<file path="config.mk">
export PLATFORM = sky130hd
export DESIGN_NAME = iir_bitserial_lut
export DESIGN_NICKNAME = d
export VERILOG_FILES = /design/src/rtl/iir_da_pkg.sv /design/src/rtl/iir_da_rom.sv /design/src/rtl/iir_da_hist.sv /design/src/rtl/iir_da_acc.sv /design/src/rtl/iir_bitserial_lut.sv
export SDC_FILE = /design/constraint.sdc
export NUM_CORES = 1
export LEC_CHECK = 0
export BUFFER_PORTS_ARGS = -buffer_cell sky130_fd_sc_hd__buf_2
export CORE_MARGIN = 3
export CORE_UTILIZATION = 30
export CTS_CLUSTER_DIAMETER = 50
export DETAILED_ROUTE_END_ITERATION = 8
export PLACE_DENSITY = 0.45
export RECOVER_POWER = 100
export SLEW_MARGIN = 20
export SYNTH_ARGS = -nofsm -noshare
export SYNTH_HDL_FRONTEND = slang
export SYNTH_SLANG_ARGS = --single-unit
</file>
<file path="constraint.sdc">
create_clock -name clk -period 5.8 [get_ports clk]
set_input_delay 0.58 -clock clk [delete_from_list [all_inputs] [get_ports clk]]
set_output_delay 0.58 -clock clk [all_outputs]
set_load 0.005 [all_outputs]
</file>
<file path="src/rtl/iir_da_pkg.sv">
package iir_da_pkg;
  localparam int NTAP = 5;
  localparam int NENT = 1 << NTAP;

  // Sum of the coefficients selected by the set bits of addr.
  // Bit 0 x(i), bit 1 x(i-1), bit 2 x(i-2), bit 3 y(i-1), bit 4 y(i-2).
  function automatic int tap_sum(input int addr, input int ca, input int cb,
                                 input int cc, input int cd, input int ce);
    int s;
    s = 0;
    if (addr[0]) s += ca;
    if (addr[1]) s += cb;
    if (addr[2]) s += cc;
    if (addr[3]) s += cd;
    if (addr[4]) s += ce;
    return s;
  endfunction
endpackage

</file>
<file path="src/rtl/iir_da_rom.sv">
module iir_da_rom
  import iir_da_pkg::*;
#(
  parameter int TW = 11,
  parameter int CA = 16,
  parameter int CB = 32,
  parameter int CC = 16,
  parameter int CD = 48,
  parameter int CE = -16
) (
  input  logic [NTAP-1:0]      addr,
  output logic signed [TW-1:0] word
);
  logic signed [TW-1:0] rom [NENT];

  for (genvar g = 0; g < NENT; g++) begin : g_ent
    assign rom[g] = TW'(tap_sum(g, CA, CB, CC, CD, CE));
  end

  assign word = rom[addr];
endmodule

</file>
<file path="src/rtl/iir_da_hist.sv">
module iir_da_hist
  import iir_da_pkg::*;
#(
  parameter int SW = 8
) (
  input  logic            clk,
  input  logic            rst,
  input  logic            step,
  input  logic            fin,
  input  logic            din,
  input  logic [SW-1:0]   y_new,
  output logic [NTAP-1:0] addr
);
  logic [SW-1:0] xcol, x1, x2, y1, y2;

  function automatic logic [SW-1:0] rot(input logic [SW-1:0] r);
    return {r[0], r[SW-1:1]};
  endfunction

  assign addr = {y2[0], y1[0], x2[0], x1[0], din};

  always_ff @(posedge clk) begin
    if (rst) begin
      xcol <= '0;
      x1   <= '0;
      x2   <= '0;
      y1   <= '0;
      y2   <= '0;
    end else if (fin) begin
      x1   <= {din, xcol[SW-1:1]};
      x2   <= rot(x1);
      y2   <= rot(y1);
      y1   <= y_new;
      xcol <= '0;
    end else if (step) begin
      xcol <= {din, xcol[SW-1:1]};
      x1   <= rot(x1);
      x2   <= rot(x2);
      y1   <= rot(y1);
      y2   <= rot(y2);
    end
  end
endmodule

</file>
<file path="src/rtl/iir_da_acc.sv">
module iir_da_acc #(
  parameter int SW = 8,
  parameter int TW = 11,
  parameter int CF = 6
) (
  input  logic                 clk,
  input  logic                 rst,
  input  logic                 act,
  input  logic                 first,
  input  logic                 sign_bit,
  input  logic signed [TW-1:0] word,
  output logic [SW-1:0]        y_new
);
  localparam int AW = TW + SW + 2;
  localparam logic signed [AW-1:0] HALF = AW'(2 ** (CF - 1));
  localparam logic signed [AW-1:0] YMAX = AW'(2 ** (SW - 1) - 1);
  localparam logic signed [AW-1:0] YMIN = AW'(-(2 ** (SW - 1)));

  logic signed [AW-1:0] acc, acc_in, term, sum, acc_nxt, rnd, q;

  always_comb begin
    acc_in  = first ? '0 : acc;
    term    = $signed({{(AW-TW){word[TW-1]}}, word}) <<< SW;
    sum     = sign_bit ? (acc_in - term) : (acc_in + term);
    acc_nxt = sum >>> 1;
    rnd     = acc_nxt + HALF;
    q       = rnd >>> CF;
    if (q > YMAX)      y_new = YMAX[SW-1:0];
    else if (q < YMIN) y_new = YMIN[SW-1:0];
    else               y_new = q[SW-1:0];
  end

  always_ff @(posedge clk) begin
    if (rst)      acc <= '0;
    else if (act) acc <= acc_nxt;
  end
endmodule

</file>
<file path="src/rtl/iir_bitserial_lut.sv">
module iir_bitserial_lut
  import iir_da_pkg::*;
#(
  parameter int SW = 8,
  parameter int CF = 6,
  parameter int CW = 8,
  parameter int CA = 16,
  parameter int CB = 32,
  parameter int CC = 16,
  parameter int CD = 48,
  parameter int CE = -16
) (
  input  logic clk,
  input  logic rst,
  input  logic din,
  input  logic start,
  output logic dout,
  output logic dvalid
);
  localparam int TW   = CW + 3;
  localparam int CNTW = $clog2(SW);

  logic [CNTW-1:0]      cnt, bidx;
  logic                 busy, accept, act, last;
  logic [NTAP-1:0]      addr;
  logic signed [TW-1:0] word;
  logic [SW-1:0]        y_new, yout;

  assign accept = start && !busy;
  assign act    = accept || busy;
  assign bidx   = busy ? cnt : '0;
  assign last   = act && (bidx == CNTW'(SW - 1));

  always_ff @(posedge clk) begin
    if (rst) begin
      busy <= 1'b0;
      cnt  <= '0;
    end else if (act) begin
      busy <= !last;
      cnt  <= last ? '0 : bidx + CNTW'(1);
    end
  end

  iir_da_hist #(.SW(SW)) u_hist (
    .clk   (clk),
    .rst   (rst),
    .step  (act && !last),
    .fin   (last),
    .din   (din),
    .y_new (y_new),
    .addr  (addr)
  );

  iir_da_rom #(.TW(TW), .CA(CA), .CB(CB), .CC(CC), .CD(CD), .CE(CE)) u_rom (
    .addr (addr),
    .word (word)
  );

  iir_da_acc #(.SW(SW), .TW(TW), .CF(CF)) u_acc (
    .clk      (clk),
    .rst      (rst),
    .act      (act),
    .first    (accept),
    .sign_bit (last),
    .word     (word),
    .y_new    (y_new)
  );

  always_ff @(posedge clk) begin
    if (rst) begin
      yout   <= '0;
      dvalid <= 1'b0;
    end else if (last) begin
      yout   <= y_new;
      dvalid <= 1'b1;
    end else begin
      yout   <= yout >> 1;
      dvalid <= 1'b0;
    end
  end

  assign dout = yout[0];
endmodule

</file>
# Word-level counts from Yosys, hierarchy flattened
# Memory sizes are Yosys's and may differ from the RTL's.
# Cells that the tools add are included.
# word_totals
regBits	73
romBits	352
n_memories	1
# op_classes
n_reduce_logical	9
n_lt_le_gt_ge	3
add_sub_neg	4
muxes	18
bitwise_logic	2
n_eq_ne	1
# memory_table
name	depth	width	read_ports	rd_ports_with_merged_regs	write_ports	line_no	rtl
(name not given)	32	11	1	0	0	iir_da_rom.sv:20	assign word = rom[addr];
# ops
cell	count
8-bit two-way mux	10
21-bit two-way mux	2
11-bit two-way mux	2
20-bit by 7-bit adder with 21-bit output (second input constant)	1
21-bit by 19-bit adder with 21-bit output	1
21-bit by 19-bit subtractor with 21-bit output	1
15-bit by 8-bit greater-than comparator with 1-bit output (second input constant)	1
15-bit by 8-bit less-than comparator with 1-bit output (second input constant)	1
7-bit two-way mux	1
6-bit greater-or-equal comparator (second input constant)	1
3-bit two-way mux	2
5-bit inverter with 6-bit output	1
2-bit OR reduction	2
3-bit by 1-bit adder with 3-bit output (second input constant)	1
3-bit equality test (second input constant)	1
1-bit logical AND	3
1-bit logical NOT	2
2-bit nonzero test	1
1-bit logical OR	1
1-bit two-way mux	1
1-bit inverter	1

# Longest topological paths before layout
# logic_depth
ltp_word	11
depth_mapped	20

# Cells and area by module
# From an unflattened synthesis, not the netlist that was laid out.
# hier_totals
cells_unflattened	500
area_unflattened_um2	4350.4
# modules_own_cells
module	area_each_um2	cells_each	instances
iir_da_hist	1784.2	172	1
iir_da_acc	1745.4	227	1
iir_bitserial_lut	506.7	57	1
iir_da_rom	314.1	44	1

# Least setup slack after synthesis
# OpenSTA, ideal clock, no wires.
# synth_path
path_type	register to register
from	register busy
to	register u_hist.y1[1]
n_path_buf	6
arrival_ps	3950
path_slack_ps	1716
path_stages_with_launch	20
setup_time_ps	134
required_ps	5666
path_cell_list	dfxtp_1 -> buf_2 -> clkbuf_1 -> and2_1 -> ha_1 -> ha_1 -> clkbuf_1 -> clkbuf_1 -> a21oi_1 -> a21oi_1 -> ha_1 -> buf_2 -> o21a_1 -> o2111a_2 -> or4_4 -> a22oi_2 -> nand3_2 -> a31oi_2 -> buf_6 -> o211ai_1
# synth_via
elab_chain_cells	10
elab_cells_between_ends	19
cone_classes	add/sub (3); order compare (2); eq/ne (1); mux (6); reduce/logical (7)
# synth_lines
element	line_no	rtl
start: declaration	iir_bitserial_lut.sv:24	logic busy, accept, act, last;
start signal: assignment	iir_bitserial_lut.sv:39	busy <= !last;
1-bit logical NOT	iir_bitserial_lut.sv:29	assign accept = start && !busy;
1-bit logical AND	iir_bitserial_lut.sv:29	
21-bit two-way mux / 1-bit logical OR (equally long branches)	iir_da_acc.sv:22, iir_bitserial_lut.sv:30	
21-bit by 19-bit adder with 21-bit output, or another cell as far along	iir_da_acc.sv:24	sum = sign_bit ? (acc_in - term) : (acc_in + term);
21-bit two-way mux	iir_da_acc.sv:24	
20-bit by 7-bit adder with 21-bit output	iir_da_acc.sv:26	rnd = acc_nxt + HALF;
15-bit by 8-bit less-than comparator with 1-bit output	iir_da_acc.sv:29	else if (q < YMIN) y_new = YMIN[SW-1:0];
8-bit two-way mux	iir_da_acc.sv:29	
8-bit two-way mux	iir_da_acc.sv:28	if (q > YMAX) y_new = YMAX[SW-1:0];
8-bit two-way mux	iir_da_hist.sv:29	end else if (fin) begin
end signal: assignment	iir_da_hist.sv:33	y1 <= y_new;
end signal: assignment	iir_da_hist.sv:39	y1 <= rot(y1);
end: declaration	iir_da_hist.sv:14	logic [SW-1:0] xcol, x1, x2, y1, y2;
# Parallel ways exist; a longest one is shown, timed or not.
# A chain may end at the register's enable or synchronous reset.

# Worst setup path after layout
# layout_path
from	register u_hist.x1[0]
to	register u_hist.y1[3]
# layout_via
elab_chain_cells	11
elab_cells_between_ends	13
cone_classes	add/sub (3); order compare (2); mux (6); bitwise (1); memory (1)
# layout_lines
element	line_no	rtl
start: declaration	iir_da_hist.sv:14	
start signal: assignment	iir_da_hist.sv:30	x1 <= {din, xcol[SW-1:1]};
start signal: assignment	iir_da_hist.sv:37	x1 <= rot(x1);
5-bit inverter with 6-bit output (not written as such) *	iir_da_rom.sv:20	
memory read 32 x 11 bit *	--	
11-bit two-way mux (not written as such) * (2 in a row)	iir_da_rom.sv:20	
21-bit by 19-bit adder with 21-bit output / 21-bit by 19-bit subtractor with 21-bit output (equally long branches)	iir_da_acc.sv:24	
21-bit two-way mux *	iir_da_acc.sv:24	
20-bit by 7-bit adder with 21-bit output *	iir_da_acc.sv:26	
15-bit by 8-bit less-than comparator with 1-bit output	iir_da_acc.sv:29	
8-bit two-way mux	iir_da_acc.sv:29	
8-bit two-way mux *	iir_da_acc.sv:28	
8-bit two-way mux *	iir_da_hist.sv:29	
# Every way passes the cells marked *; elsewhere a longest branch is shown, timed or not. The select of a mux whose other input is x is not followed.

==> flow_metrics.env <==
export IMPL_status="complete, no violations"
export IMPL_finalMaxSlewViolations=0
export IMPL_dr_pass1_iters=4
export IMPL_place_congestion=0.828
export IMPL_grt_overflow_total=0
export IMPL_cts_root_buf="clkbuf_16"
export IMPL_setup_viol=0
export IMPL_timing_rr_start="u_hist.x1[0]$_SDFFE_PP0P_"
export IMPL_cts_resized=0
export IMPL_nets=469
export IMPL_clock_sinks=66
export IMPL_path_class="reg2reg"
export IMPL_tns_ps=0
export IMPL_place_hpwl_um=6310
export IMPL_diodes=0
export IMPL_tightestPinTransition_ps=850
export IMPL_final_cell_mix="dfxtp_1 (66), nor2_1 (61), a21oi_1 (38), a211oi_1 (29), nand2_1 (25)"
export IMPL_grt_util_all_layers_pct=13.7
export IMPL_r2r_end="u_hist.y1[3]$_SDFFE_PP0P_"
export IMPL_remaining_drc_errors=0
export IMPL_drt_iter0_markers=204
export IMPL_cts_buffer_depth=2
export IMPL_vias=3216
export IMPL_netlist_area_um2=3840
export IMPL_cts_made_buffers=9
export IMPL_cts_tree="built"
export IMPL_synthArstFlopShare_pct=0
export IMPL_p_leak_nw=1.65
export IMPL_postCtsHoldBufs=0
export IMPL_required_ps=6050
export IMPL_setup_ws_ps=993
export IMPL_post_route_util_pct=35.2
export IMPL_via_per_inst=5.18
export IMPL_dp_worst_setup_slack_ps=818
export IMPL_die_area_um2=14200
export IMPL_cap_violations=0
export IMPL_antenna_found_initial=0
export IMPL_r2r_slack_ps=990
export IMPL_slew_headroom_pct=42.9
export IMPL_core_area_um2=12300
export IMPL_period_minus_slack_ps=4810
export IMPL_synth_edf_count=0
export IMPL_hp_class="reg2reg"
export IMPL_end_kind="flop"
export IMPL_layout_commonest_cell="dfxtp_1"
export IMPL_ys_types=58
export IMPL_pin_count=6
export IMPL_wl_um=9260
export IMPL_num_rows=40
export IMPL_grt_max_degree=59
export IMPL_die_w_um=119
export IMPL_finalPower_mw=1.59
export IMPL_synth_seq_area_share_pct=34.4
export IMPL_syn_inst=463
export IMPL_power_density_nw_per_um2=369
export IMPL_skew_ps=6.73
export IMPL_synth_seq_cells=66
export IMPL_worstSkewPairLatency_ps=340
export IMPL_htree_num_levels=3
export IMPL_cp_start_kind="flop"
export IMPL_crit_path_start="u_hist.x1[0]$_SDFFE_PP0P_"
export IMPL_rr_worst_depth=18
export IMPL_clk_pin_slew_ps=50
export IMPL_drive_gt1_share_pct=7.73
export IMPL_synth_nets=484
export IMPL_io_buffers=5
export IMPL_grt_pass1_wl_um=15700
export IMPL_max_vdd_ir_drop_mv=0.211
export IMPL_final_hold_violation_count=0
export IMPL_yosys_warnings=0
export IMPL_initial_utilization_pct=31.3
export IMPL_post_route_period_util_pct=82.9
export IMPL_wire_per_inst_um=14.9
export IMPL_grt_pass1_vias=3117
export IMPL_area_delta_synth_final_pct=12.6
export IMPL_postRouteAntennaNets=0
export IMPL_critPathMaxFanout=12
export IMPL_cts_setup_buffers=0
export IMPL_fmax_ghz=0.208
export IMPL_rsz0062_at_grt="no"
export IMPL_worstSetupEndpoint="u_hist.y1[3]$_SDFFE_PP0P_"
export IMPL_arrival_ps=5060
export IMPL_synthFlopType="dfxtp_1"
export IMPL_syn_avg_cell_area_um2=8.29
export IMPL_die_h_um=119
## synth_stat cells, types with 5 or more instances
library cell	number	area, um2
a21oi_1	38	190
and2_1	12	75.1
a211oi_1	29	218
inv_1	11	41.3
clkbuf_1	26	97.6
nand3_1	16	80.1
and3_1	18	113
nand2_1	25	93.8
o21ai_0	9	45.0
o211ai_1	12	90.1
dfxtp_1	66	1320
xnor2_1	9	78.8
xor2_1	9	78.8
ha_1	17	213
nor3_1	6	30.0
nor3b_1	9	67.6
mux2i_1	24	240
nor2_1	62	233
nand4_1	5	31.3
## metal layers
metal	routed length (um)	track usage (%)	vias to the layer above
met3	443	4.08	18
met2	4010	20.8	49
met4	217	6.01	0
met1	4590	18.1	1499
met5	0	0	-
li1	-	-	1650
## registers in the layout, summed over array words and instances, names as in the netlist
signal,flops
busy,1
u_hist.x1,8
u_acc.acc,14
dvalid,1
u_hist.xcol,7
u_hist.x2,8
u_hist.y2,8
yout,8
u_hist.y1,8
cnt,3
## worst max-delay path, stage by stage, from the launching register on
cell,delay [ps]
dfxtp_1,510
inv_1,80
ha_1,320
nor2_1,60
o211ai_1,180
o21ai_0,110
a21oi_1,340
nand3_1,130
ha_1,280
a21oi_1,130
nor2_1,90
ha_1,370
o21a_1,170
nor2b_1,350
o41ai_4,130
and2b_1,190
xnor2_1,670
a31oi_2,420
o211ai_1,190
## kinds of logic after synthesis
logic type	share of synthesized area (%)
multiplexers	6.26
XOR/XNOR	4.11
adder cells (fa/ha/maj)	5.81
AND/OR/NAND/NOR	23.0
buffers and inverters	4.99
flip-flops	34.4
AO/OA/AOI/OAI	21.4
## through the flow
stage          instance area, um2  hold WS, ps  std cells
2_1_floorplan                3840          401        463
3_3_place_gp                 3960          422        605
3_5_place_dp                 3960          425        605
4_1_cts                      4320          441        621
5_1_grt                      4320          462        621
6_report                     4320          441        621
## layout make-up
cell class | instances | area (um2)
Fill cell | 1284 | 7940
Multi-Input combinational cell | 351 | 2320
Sequential cell | 66 | 1320
Clock buffer | 11 | 243
Tap cell | 168 | 210
Clock inverter | 5 | 125
Timing Repair Buffer | 9 | 52.6
Inverter | 11 | 41.3
## report_power, final
part | switching [mW] | leakage [nW] | internal (mW) | total, mW
Combinational | 0.249 | 0.934 | 0.161 | 0.410
Sequential | 0.0256 | 0.539 | 0.487 | 0.512
Clock | 0.195 | 0.180 | 0.474 | 0.670
## worst min-delay path by stage
stage | startpoint | to | slack [ps] | cells past startpoint
final | yout[5]$_SDFF_PP0_ | yout[4]$_SDFF_PP0_ | 440 | 2
after global routing | yout[6]$_SDFF_PP0_ | yout[5]$_SDFF_PP0_ | 460 | 2
after CTS | yout[5]$_SDFF_PP0_ | yout[4]$_SDFF_PP0_ | 440 | 2
after detailed placement | yout[1]$_SDFF_PP0_ | yout[0]$_SDFF_PP0_ | 420 | 2
after global placement | yout[5]$_SDFF_PP0_ | yout[4]$_SDFF_PP0_ | 420 | 2
after floorplan | yout[1]$_SDFF_PP0_ | yout[0]$_SDFF_PP0_ | 400 | 2
No activity file was read; power rests on OpenSTA's default activity.
